$ cat src/rtl/sirq_pkg.sv
package sirq_pkg;

  localparam int LOW_CNT_W = 4;

  localparam logic [LOW_CNT_W-1:0] START_MIN  = 4'd4;
  localparam logic [LOW_CNT_W-1:0] START_MAX  = 4'd8;
  localparam logic [LOW_CNT_W-1:0] STOP_QUIET = 4'd2;
  localparam logic [LOW_CNT_W-1:0] STOP_CONT  = 4'd3;

  typedef enum logic [2:0] {
    ST_IDLE,
    ST_KICK,
    ST_START,
    ST_FRAMES,
    ST_STOP
  } agent_st_t;

  typedef enum logic [1:0] {
    PH_SAMPLE,
    PH_RECOVER,
    PH_TURN
  } slot_ph_t;

endpackage

$ cat src/rtl/sirq_low_meter.sv
module sirq_low_meter
  import sirq_pkg::*;
(
  input  logic                 clk,
  input  logic                 rst_n,
  input  logic                 line_in,
  output logic [LOW_CNT_W-1:0] low_w,
  output logic                 pulse_end
);
  localparam logic [LOW_CNT_W-1:0] CNT_MAX = '1;

  // Counts consecutive low samples, saturating at the counter maximum.
  always_ff @(posedge clk or negedge rst_n) begin
    if (!rst_n) begin
      low_w <= '0;
    end else if (line_in) begin
      low_w <= '0;
    end else if (low_w != CNT_MAX) begin
      low_w <= low_w + 1'b1;
    end
  end

  // The line is high now and a low run has just ended; low_w holds its length.
  assign pulse_end = line_in && (low_w != '0);
endmodule

$ cat src/rtl/sirq_req_capture.sv
module sirq_req_capture #(
  parameter int NUM_FRAMES = 21
) (
  input  logic                  clk,
  input  logic                  rst_n,
  input  logic [NUM_FRAMES-1:0] irq_req,
  input  logic                  take,
  output logic [NUM_FRAMES-1:0] snap,
  output logic                  pending
);
  logic [NUM_FRAMES-1:0] prev_q;
  logic [NUM_FRAMES-1:0] held_q;
  logic [NUM_FRAMES-1:0] rise;

  assign rise    = irq_req & ~prev_q;
  assign pending = |(irq_req | held_q);

  always_ff @(posedge clk or negedge rst_n) begin
    if (!rst_n) begin
      prev_q <= '0;
      held_q <= '0;
      snap   <= '0;
    end else begin
      prev_q <= irq_req;
      if (take) begin
        snap   <= irq_req | held_q;
        held_q <= '0;
      end else begin
        held_q <= held_q | rise;
      end
    end
  end
endmodule

$ cat src/rtl/sirq_slot_seq.sv
module sirq_slot_seq
  import sirq_pkg::*;
#(
  parameter int NUM_FRAMES = 21,
  localparam int FW = (NUM_FRAMES > 1) ? $clog2(NUM_FRAMES) : 1
) (
  input  logic          clk,
  input  logic          rst_n,
  input  logic          load,
  input  logic          run,
  output slot_ph_t      ph,
  output logic [FW-1:0] fr,
  output logic          last
);
  localparam logic [FW-1:0] FR_LAST = FW'(NUM_FRAMES - 1);

  assign last = (ph == PH_TURN) && (fr == FR_LAST);

  always_ff @(posedge clk or negedge rst_n) begin
    if (!rst_n) begin
      ph <= PH_SAMPLE;
      fr <= '0;
    end else if (load) begin
      ph <= PH_SAMPLE;
      fr <= '0;
    end else if (run) begin
      case (ph)
        PH_SAMPLE:  ph <= PH_RECOVER;
        PH_RECOVER: ph <= PH_TURN;
        default: begin
          ph <= PH_SAMPLE;
          fr <= last ? '0 : fr + 1'b1;
        end
      endcase
    end
  end
endmodule

$ cat src/rtl/sirq_agent.sv
module sirq_agent
  import sirq_pkg::*;
#(
  parameter int NUM_FRAMES = 21
) (
  input  logic                  clk,
  input  logic                  rst_n,
  input  logic [NUM_FRAMES-1:0] irq_req,
  input  logic                  line_in,
  output logic                  line_pull
);
  localparam int FW = (NUM_FRAMES > 1) ? $clog2(NUM_FRAMES) : 1;

  agent_st_t             st_q, st_d;
  logic                  quiet_q;
  logic [LOW_CNT_W-1:0]  low_w;
  logic                  pulse_end;
  logic [NUM_FRAMES-1:0] snap;
  logic                  pending;
  slot_ph_t              ph;
  logic [FW-1:0]         fr;
  logic                  last;
  logic                  start_ok;
  logic                  take;

  sirq_low_meter u_meter (
    .clk       (clk),
    .rst_n     (rst_n),
    .line_in   (line_in),
    .low_w     (low_w),
    .pulse_end (pulse_end)
  );

  sirq_req_capture #(.NUM_FRAMES(NUM_FRAMES)) u_cap (
    .clk     (clk),
    .rst_n   (rst_n),
    .irq_req (irq_req),
    .take    (take),
    .snap    (snap),
    .pending (pending)
  );

  sirq_slot_seq #(.NUM_FRAMES(NUM_FRAMES)) u_seq (
    .clk   (clk),
    .rst_n (rst_n),
    .load  (take),
    .run   (st_q == ST_FRAMES),
    .ph    (ph),
    .fr    (fr),
    .last  (last)
  );

  assign start_ok = (low_w >= START_MIN) && (low_w <= START_MAX);
  assign take     = (st_q == ST_START) && line_in && start_ok;

  always_comb begin
    st_d = st_q;
    case (st_q)
      ST_IDLE: begin
        if (!line_in)                 st_d = ST_START;
        else if (quiet_q && pending)  st_d = ST_KICK;
      end
      ST_KICK:   st_d = ST_START;
      ST_START:  if (line_in) st_d = start_ok ? ST_FRAMES : ST_IDLE;
      ST_FRAMES: if (last) st_d = ST_STOP;
      ST_STOP:   if (pulse_end) st_d = ST_IDLE;
      default:   st_d = ST_IDLE;
    endcase
  end

  always_ff @(posedge clk or negedge rst_n) begin
    if (!rst_n) begin
      st_q    <= ST_IDLE;
      quiet_q <= 1'b0;
    end else begin
      st_q <= st_d;
      if (st_q == ST_STOP && pulse_end) begin
        if (low_w == STOP_QUIET)     quiet_q <= 1'b1;
        else if (low_w == STOP_CONT) quiet_q <= 1'b0;
      end
    end
  end

  assign line_pull = (st_q == ST_KICK) ||
                     ((st_q == ST_FRAMES) && (ph == PH_SAMPLE) && snap[fr]);
endmodule

$ cat config.mk
export PLATFORM = sky130hd
export DESIGN_NAME = sirq_agent
export DESIGN_NICKNAME = d
export VERILOG_FILES = /design/src/rtl/sirq_pkg.sv /design/src/rtl/sirq_low_meter.sv /design/src/rtl/sirq_req_capture.sv /design/src/rtl/sirq_slot_seq.sv /design/src/rtl/sirq_agent.sv
export SDC_FILE = /design/constraint.sdc
export NUM_CORES = 1
export LEC_CHECK = 0
export ABC_AREA = 1
export BUFFER_PORTS_ARGS = -buffer_cell sky130_fd_sc_hd__buf_2
export CAP_MARGIN = 40
export CORE_MARGIN = 2
export CORE_UTILIZATION = 50
export DETAILED_ROUTE_END_ITERATION = 10
export GPL_TIMING_DRIVEN = 0
export HOLD_SLACK_MARGIN = 0.06
export PLACE_DENSITY = 0.68
export SETUP_SLACK_MARGIN = 0.15
export SLEW_MARGIN = 20
export SYNTH_ARGS = -nofsm -noshare
export SYNTH_HDL_FRONTEND = slang
export SYNTH_HIERARCHICAL = 1
export SYNTH_SLANG_ARGS = --single-unit
$ cat constraint.sdc
create_clock -name clk -period 4.8 [get_ports clk]
set_input_delay 0.48 -clock clk [delete_from_list [all_inputs] [get_ports clk]]
set_output_delay 0.48 -clock clk [all_outputs]
set_load 0.01 [all_outputs]
==> summary.txt, run 1 <==
Critical path
  • CP max-delay cell: dfrtp_1
  • Cell family contributing the most delay on the critical path: flip-flops
  • Crit path max fanout: 10
  • Cell mode on critical path: nand2_1
  • Startpoint types: register
  • Critical path data required time: about 4.3 ns
  • CP Buf/Inv Count: 2
  • CP cell instances: clkinv_1 > o21ai_0 > nand3_1 > nand2_1 > nand2_1 > nand2_1 > nand2_1 > nand2_1 > nand2_1 > buf_2
  • Crit path DAT: ~1.9 ns
  • CP Capture Type: output port
  • Worst Setup Path Type: reg2out
  • Max incr delay on CP: 0.46 ns

Floorplan
  • Site row count: 29
  • Core Area: about 0.0064 mm²
  • Die span in y: 86.0 µm
  • Boundary Pins: 25
  • DIE WIDTH: about 86 µm
  • Initial Utilization: around 52%
  • Die Area: about 0.0074 mm²

Finish
  • Most frequent cells in the layout: dfrtp_1 (78), nand2_1 (77), inv_1 (52), nor2_1 (46), buf_2 (31)
  • Share of layout cells above drive strength 1: between 10% and 20%
  • Nets: 438
  • Final Core Density: about 60%
  • Commonest non-fill, non-tap cell in the layout: dfrtp_1
  • N_diodes: 0
  • Area Overhead vs Synth: 15.2%

Global routing
  • First-pass GRT wire length: 11000 µm
  • Vias in the first global route: 2505
  • Total track usage: about a fifth
  • Initial antenna violation count: 0
  • Grt ovf: 0
  • Largest net degree at the start of global routing: slightly above 50

Routing
  • Total wire length: between 6000 and 7000 µm
  • Top routing layer in use: met4
  • Met3 wire length: ~170 µm
  • Detailed Route Iter0 Violations: slightly below 80
  • M1 wire length: roughly 3000 µm
  • DR vias/cell: slightly above 5
  • DRT antenna net count: 0
  • Metal2 WL: roughly 3000 µm
  • Avg WL per Cell: 12.6 µm
  • First-pass detailed-route iteration total: 4
  • DRC errors left: 0
  • Vias: between 2000 and 3000

Synth
  • Post-Syn Area: 0.00336 mm²
  • Synth Flop Type: dfrtp_1
  • Gate Count Post-Synth: between 300 and 400
  • Sequential share of the synthesized area: 58.0%
  • Yosys reg bits: a little under 80
  • Post-synthesis average cell area: roughly 9.0 µm²
  • Netlist cell types: 29
  • Top post-synthesis cells by area: dfrtp_1 (58%), nand2_1 (8.6%), inv_1 (5.8%), nor2_1 (5.1%), a211oi_1 (4.7%)
  • Async SR Flop Fraction: between 90% and 100%
  • Syn_nets: about 400
  • Leading area contributor after synthesis: dfrtp_1
  • Post-synth EDFFs: 0
  • Area fraction of the dominant cell type after synthesis: between 50% and 60%
  • Yosys warns: 6

CTS
  • Clock latency on the worst-skew pair: approximately 0.35 ns
  • Worst-case clock buffer depth: 2
  • CTS tree: built
  • Sink Count: 78
  • Num CTS Buffers: 9
  • Post-CTS setup buffers: 0
  • CTS H-tree depth: 3
  • CTS root buf: clkbuf_8
  • Clock Pin Slew Worst Setup and Hold Paths: around 0.08 ns
  • Post-CTS sizing: 0
  • Hold-fix buffers at CTS: 1

Run status
  • Outcome: finished, final reports clean

Placed design
  • Pre-CTS WS: approximately 2.5 ns
  • GPL Wtd Cong: 0.822
  • Dpl hpwl: approximately 4400 µm
  • # port buffers: 24

STA
  • Slew Limit Fails: 0
  • Final Hold Viols: 0
  • Worst clock skew: a little over 0.01 ns
  • Achievable Freq: roughly 420 MHz
  • RSZ-0062 raised after global routing: false
  • Worst Tran Pin Value: 0.617 ns
  • Setup Viol. Count Final: 0
  • TNS Setup: 0 ns
  • Setup WS post-layout: 2.41 ns
  • Period utilisation layout: approximately 50%
  • Fin crit period: roughly 2.4 ns
  • Slew margin rel.: between 50% and 60%

Pwr
  • LEAKAGE: between 1.5 and 2 nW
  • Peak supply drop: 0.000325 V
  • Pwr dens: ~550 mW/mm²

Flow run
  • MaxCap Viol Count: 0

Worst hold path
  • Hold crit path type: in2reg
-- final timing paths --
kind,start,end,slack [ns],cells past startpoint
worst min register to register,u_cap/prev_q[15]$_DFF_PN0_,u_cap/held_q[15]$_DFF_PN0_,0.43,1
worst min-delay path,irq_req[14],u_cap/prev_q[14]$_DFF_PN0_,0.24,1
worst max-delay path,u_seq/fr[0]$_DFFE_PN0P_,line_pull,2.41,10
min in group asynchronous,rst_n,u_cap/prev_q[4]$_DFF_PN0_,0.59,2
max in group asynchronous,rst_n,u_seq/fr[1]$_DFFE_PN0P_,3.64,3
worst max register to register,st_q[0]$_DFFE_PN0P_,u_seq/fr[3]$_DFFE_PN0P_,2.52,8
-- report_power, final --
group	switching (W)	internal, W
clock network	0.000245	0.000363
registers	0.000136	0.000853
logic	0.000323	0.000217
total	0.000704	0.00143
-- cells by family (layout without fill, tap and decap cells) --
logic type,after synthesis,after routing,share of synthesized area (%)
AOI/OAI and AO/OA,61,61,11.3
xor gates and xnor gates,2,2,0.521
adders and majority gates,4,4,1.49
buffers and inverters,64,106,7.44
DFF,78,78,58.0
muxes,1,1,0.298
and+or+nand+nor,163,163,20.9
-- sequential cells by signal, indices dropped and copies added (netlist names) --
register / flops
quiet_q: 1
st_q: 3
u_cap/held_q: 21
u_cap/prev_q: 21
u_cap/snap: 21
u_meter/low_w: 4
u_seq/fr: 5
u_seq/ph: 2
-- synth_stat cells, types with 3 or more instances --
cell      instances
dfrtp_1          78
o21ai_0          10
nor3_1            4
nand3_1          19
o211ai_1          4
o21ai_1          19
a211oi_1         21
buf_2             8
ha_1              4
inv_2             3
nor2_2            8
nor2_1           46
inv_1            52
a21oi_1           3
nand4_1           4
nand2_1          77
-- per-stage QoR --
| stage | total power, W | cells | hold slack (ns) | instance area, µm² |
|---|---|---|---|---|
| 3_5_place_dp | 0.00154 | 475 | 0.419 | 3610 |
| 4_1_cts | 0.00216 | 492 | 0.222 | 3870 |
| 6_report | 0.00214 | 492 | 0.240 | 3870 |
| 5_1_grt | 0.00230 | 492 | 0.217 | 3870 |
| 2_1_floorplan | 0.00139 | 373 | 0.184 | 3360 |
| 3_3_place_gp | 0.00151 | 474 | 0.414 | 3580 |
-- cell type report --
type	count	area, µm²
Fill cell	586	2550
Clock inverter	6	116
Sequential cell	78	1950
Clock buffer	10	138
Buffer	8	40.0
Inverter	56	210
Multi-Input combinational cell	231	1160
Timing Repair Buffer	26	160
Tap cell	77	96.3
-- per-layer routing --
metal  GRT usage, %  up-vias
li1               -     1281
met1           24.2     1194
met2           31.2       28
met3           5.29       11
met4           8.51        0
met5              0        -
-- worst register-to-register path, stage by stage (launching register included) --
cell,delay (ns)
dfrtp_1,0.43
nor3_1,0.32
nand3b_1,0.16
nor2_1,0.51
nor2_1,0.20
nor2_4,0.25
inv_1,0.12
a21oi_2,0.15
nor2_1,0.05
Note: power is estimated with default switching activity, not from simulation.
==> run 2, diff against run 1 <==
ABC_AREA = 0   (was 1)
PLACE_DENSITY = 0.71   (was 0.68)
clock period = 2.05 ns   (was 4.8 ns; I/O delays follow)
==> summary.txt, run 2 <==
Synth
  • Gate Count Post-Synth: between 300 and 400
  • Syn_nets: 349
  • Most frequent cell after synthesis: dfrtp_1
  • Top post-synthesis cells by area: dfrtp_1 (59%), nor2_1 (7.8%), a21oi_1 (6.9%), inv_1 (3.0%), mux4_1 (2.4%)
  • Sequential share of the synthesized area: around three fifths
  • Async SR Flop Fraction: 100%
  • Synth cell count leaders: dfrtp_1 (78), nor2_1 (69), a21oi_1 (46)
  • Post-synthesis average cell area: 10.4 µm²
  • Post-synth EDFFs: 0
  • Yosys warns: 6
  • Post-Syn Area: approximately 0.0033 mm²
  • Area fraction of the dominant cell type after synthesis: approximately three fifths
  • Leading area contributor after synthesis: dfrtp_1
  • Synth Flop Type: dfrtp_1
  • Netlist cell types: 43
  • Yosys reg bits: 78

STA
  • Period utilisation layout: 112%
  • Setup WS post-layout: -0.237 ns
  • Worst clock skew: around 0.0064 ns
  • RSZ-0062 raised after global routing: true
  • Setup Viol. Count Final: 1
  • Fin crit period: between 2 and 2.5 ns
  • TNS Setup: -0.237 ns
  • Worst Tran Pin Value: approximately 0.54 ns
  • Achievable Freq: about 440 MHz
  • Final Hold Viols: 0
  • Slew Limit Fails: 0
  • Slew margin rel.: 64.1%

Critical path
  • FF-to-FF Start: u_meter/low_w[1]$_DFFE_PN0P_
  • Startpoint types: register
  • Crit path DAT: between 2 and 2.5 ns
  • Reg2reg setup slack: about 0.14 ns
  • Critical path data required time: 1.85 ns
  • FF-to-FF End: u_seq/fr[2]$_DFFE_PN0P_
  • Worst Setup Path Type: reg2out
  • CP Capture Type: output port
  • Crit path max fanout: 7
  • Register-to-Register Path Depth: 8
  • Worst Setup EP: line_pull
  • Crit path launch: u_seq/fr[0]$_DFFE_PN0P_

Run status
  • Failing checks: setup timing
  • Outcome: finished, violations left

Routing
  • Detailed Route Iter0 Violations: between 100 and 150
  • DRC errors left: 0
  • Total wire length: 7080 µm
  • Avg WL per Cell: 14.8 µm
  • DR vias/cell: around 5.4
  • Vias: 2609
  • DRT antenna net count: 0
  • First-pass detailed-route iteration total: 4

Global routing
  • Vias in the first global route: ~2500
  • Initial antenna violation count: 0
  • Grt ovf: 0
  • First-pass GRT wire length: 11100 µm
  • Total track usage: between 10% and 20%
  • Largest net degree at the start of global routing: 42

Floorplan
  • Core Area: approximately 0.0064 mm²
  • Site row count: 29
  • Boundary Pins: 25
  • Die Area: 0.00733 mm²
  • Initial Utilization: 52.2%
  • DIE WIDTH: around 86 µm
  • Die span in y: 85.6 µm

CTS
  • CTS tree: built
  • Clock Pin Slew Worst Setup and Hold Paths: roughly 0.080 ns
  • CTS root buf: clkbuf_8
  • Clock latency on the worst-skew pair: approximately 0.34 ns
  • Worst-case clock buffer depth: 2
  • Num CTS Buffers: 9
  • Sink Count: 78
  • CTS H-tree depth: 3

Finish
  • Final instance area: about 0.0044 mm²
  • Nets: 425
  • Most frequent cells in the layout: dfrtp_1 (72), nor2_1 (68), a21oi_1 (45), inv_1 (27)
  • Commonest non-fill, non-tap cell in the layout: dfrtp_1
  • Share of layout cells above drive strength 1: between 20% and 30%
  • Fin cells: 479
  • Area Overhead vs Synth: 30.7%
  • N_diodes: 0
  • Regs by FF count: u_cap/held_q: 21 flops, u_cap/prev_q: 21 flops, u_cap/snap: 21 flops

Pwr
  • Peak supply drop: roughly 0.00060 V
  • Power Total: 0.00436 W
  • Pwr dens: around 1000 mW/mm²
  • LEAKAGE: 1.93 nW

Placed design
  • Post-DP Area: approximately 0.0036 mm²
  • GPL Wtd Cong: between 0.7 and 0.8
  • Cells after DPL: 423
  • Dpl hpwl: 4250 µm
  • # port buffers: 24

Worst hold path
  • Hold Path Origin: line_in
  • Hold crit path type: in2reg

Flow run
  • MaxCap Viol Count: 0
run 2: cell type report:
type	count	area, µm²
multi-input combinational	205	1340
clock buffer	9	124
timing repair buffer	65	544
inverter	27	101
sequential	78	1960
buffer	11	110
fill	477	2030
tap	77	96.3
clock inverter	7	73.8
run 2: power by group:
group / switching, W / internal (W) / total (W) / leakage, nW
Sequential: 0.000285 / 0.00188 / 0.00217 / 0.837
Clock: 0.000567 / 0.000566 / 0.00113 / 0.0996
Combinational: 0.000519 / 0.000535 / 0.00105 / 0.989
Total: 0.00137 / 0.00299 / 0.00436 / 1.93
run 2: kinds of logic (layout without fill, tap and decap cells):
kind of cell    Yosys count  after routing  synth area share (%)
fa+ha+maj                 4              4                  1.50
mux                      10             10                  4.88
simple gates            126            126                  19.0
compound gates           65             65                  10.9
flops                    78             78                  58.6
buf+inv                  38            119                  5.07
run 2: per-layer routing:
metal / vias up / part of all wire [%] / global-route usage (%)
li1: 1255 / - / -
met1: 1305 / 46 / 26.0
met2: 42 / 50 / 32.4
met3: 7 / 3.0 / 4.04
met4: 0 / 0.86 / 6.06
met5: - / 0 / 0
run 2: timing repair:
action                                  CTS  global route
endpoints found under the setup margin   45            51
hold endpoints to repair                 61             0
buffers inserted                          2            13
cloned                                    0             3
resized for setup                         8            51
pin swaps                                 1            10
hold buffers                             22             0
run 2: critical path, cell delays in order (launching register included):
cell and delay, ns:
dfrtp_2 0.43, buf_6 0.14, mux2i_1 0.12, o211ai_1 0.20, o311ai_2 0.13, or3_1 0.32
a31oi_1 0.22, buf_2 0.17
run 2: through the flow:
step                hold slack, ns  util (%)  worst slack, ns
detailed placement           0.233      56.1          -0.0688
floorplan                  -0.0906         -            0.211
global route                 0.137      68.2           -0.345
global placement             0.342      55.7          -0.0670
CTS                          0.111      63.2           -0.230
finish                       0.129      68.2           -0.237
run 2: worst min-delay path by stage:
stage	slack [ns]	endpoint	depth (start not counted)
3_5_place_dp	0.23	u_seq/fr[2]$_DFFE_PN0P_	1
5_1_grt	0.14	u_meter/low_w[0]$_DFFE_PN0P_	2
2_1_floorplan	-0.09	quiet_q$_DFFE_PN0P_	0
3_3_place_gp	0.34	u_cap/prev_q[10]$_DFF_PN0_	1
4_1_cts	0.11	u_meter/low_w[3]$_DFFE_PN0P_	2
6_report	0.13	u_meter/low_w[3]$_DFFE_PN0P_	2
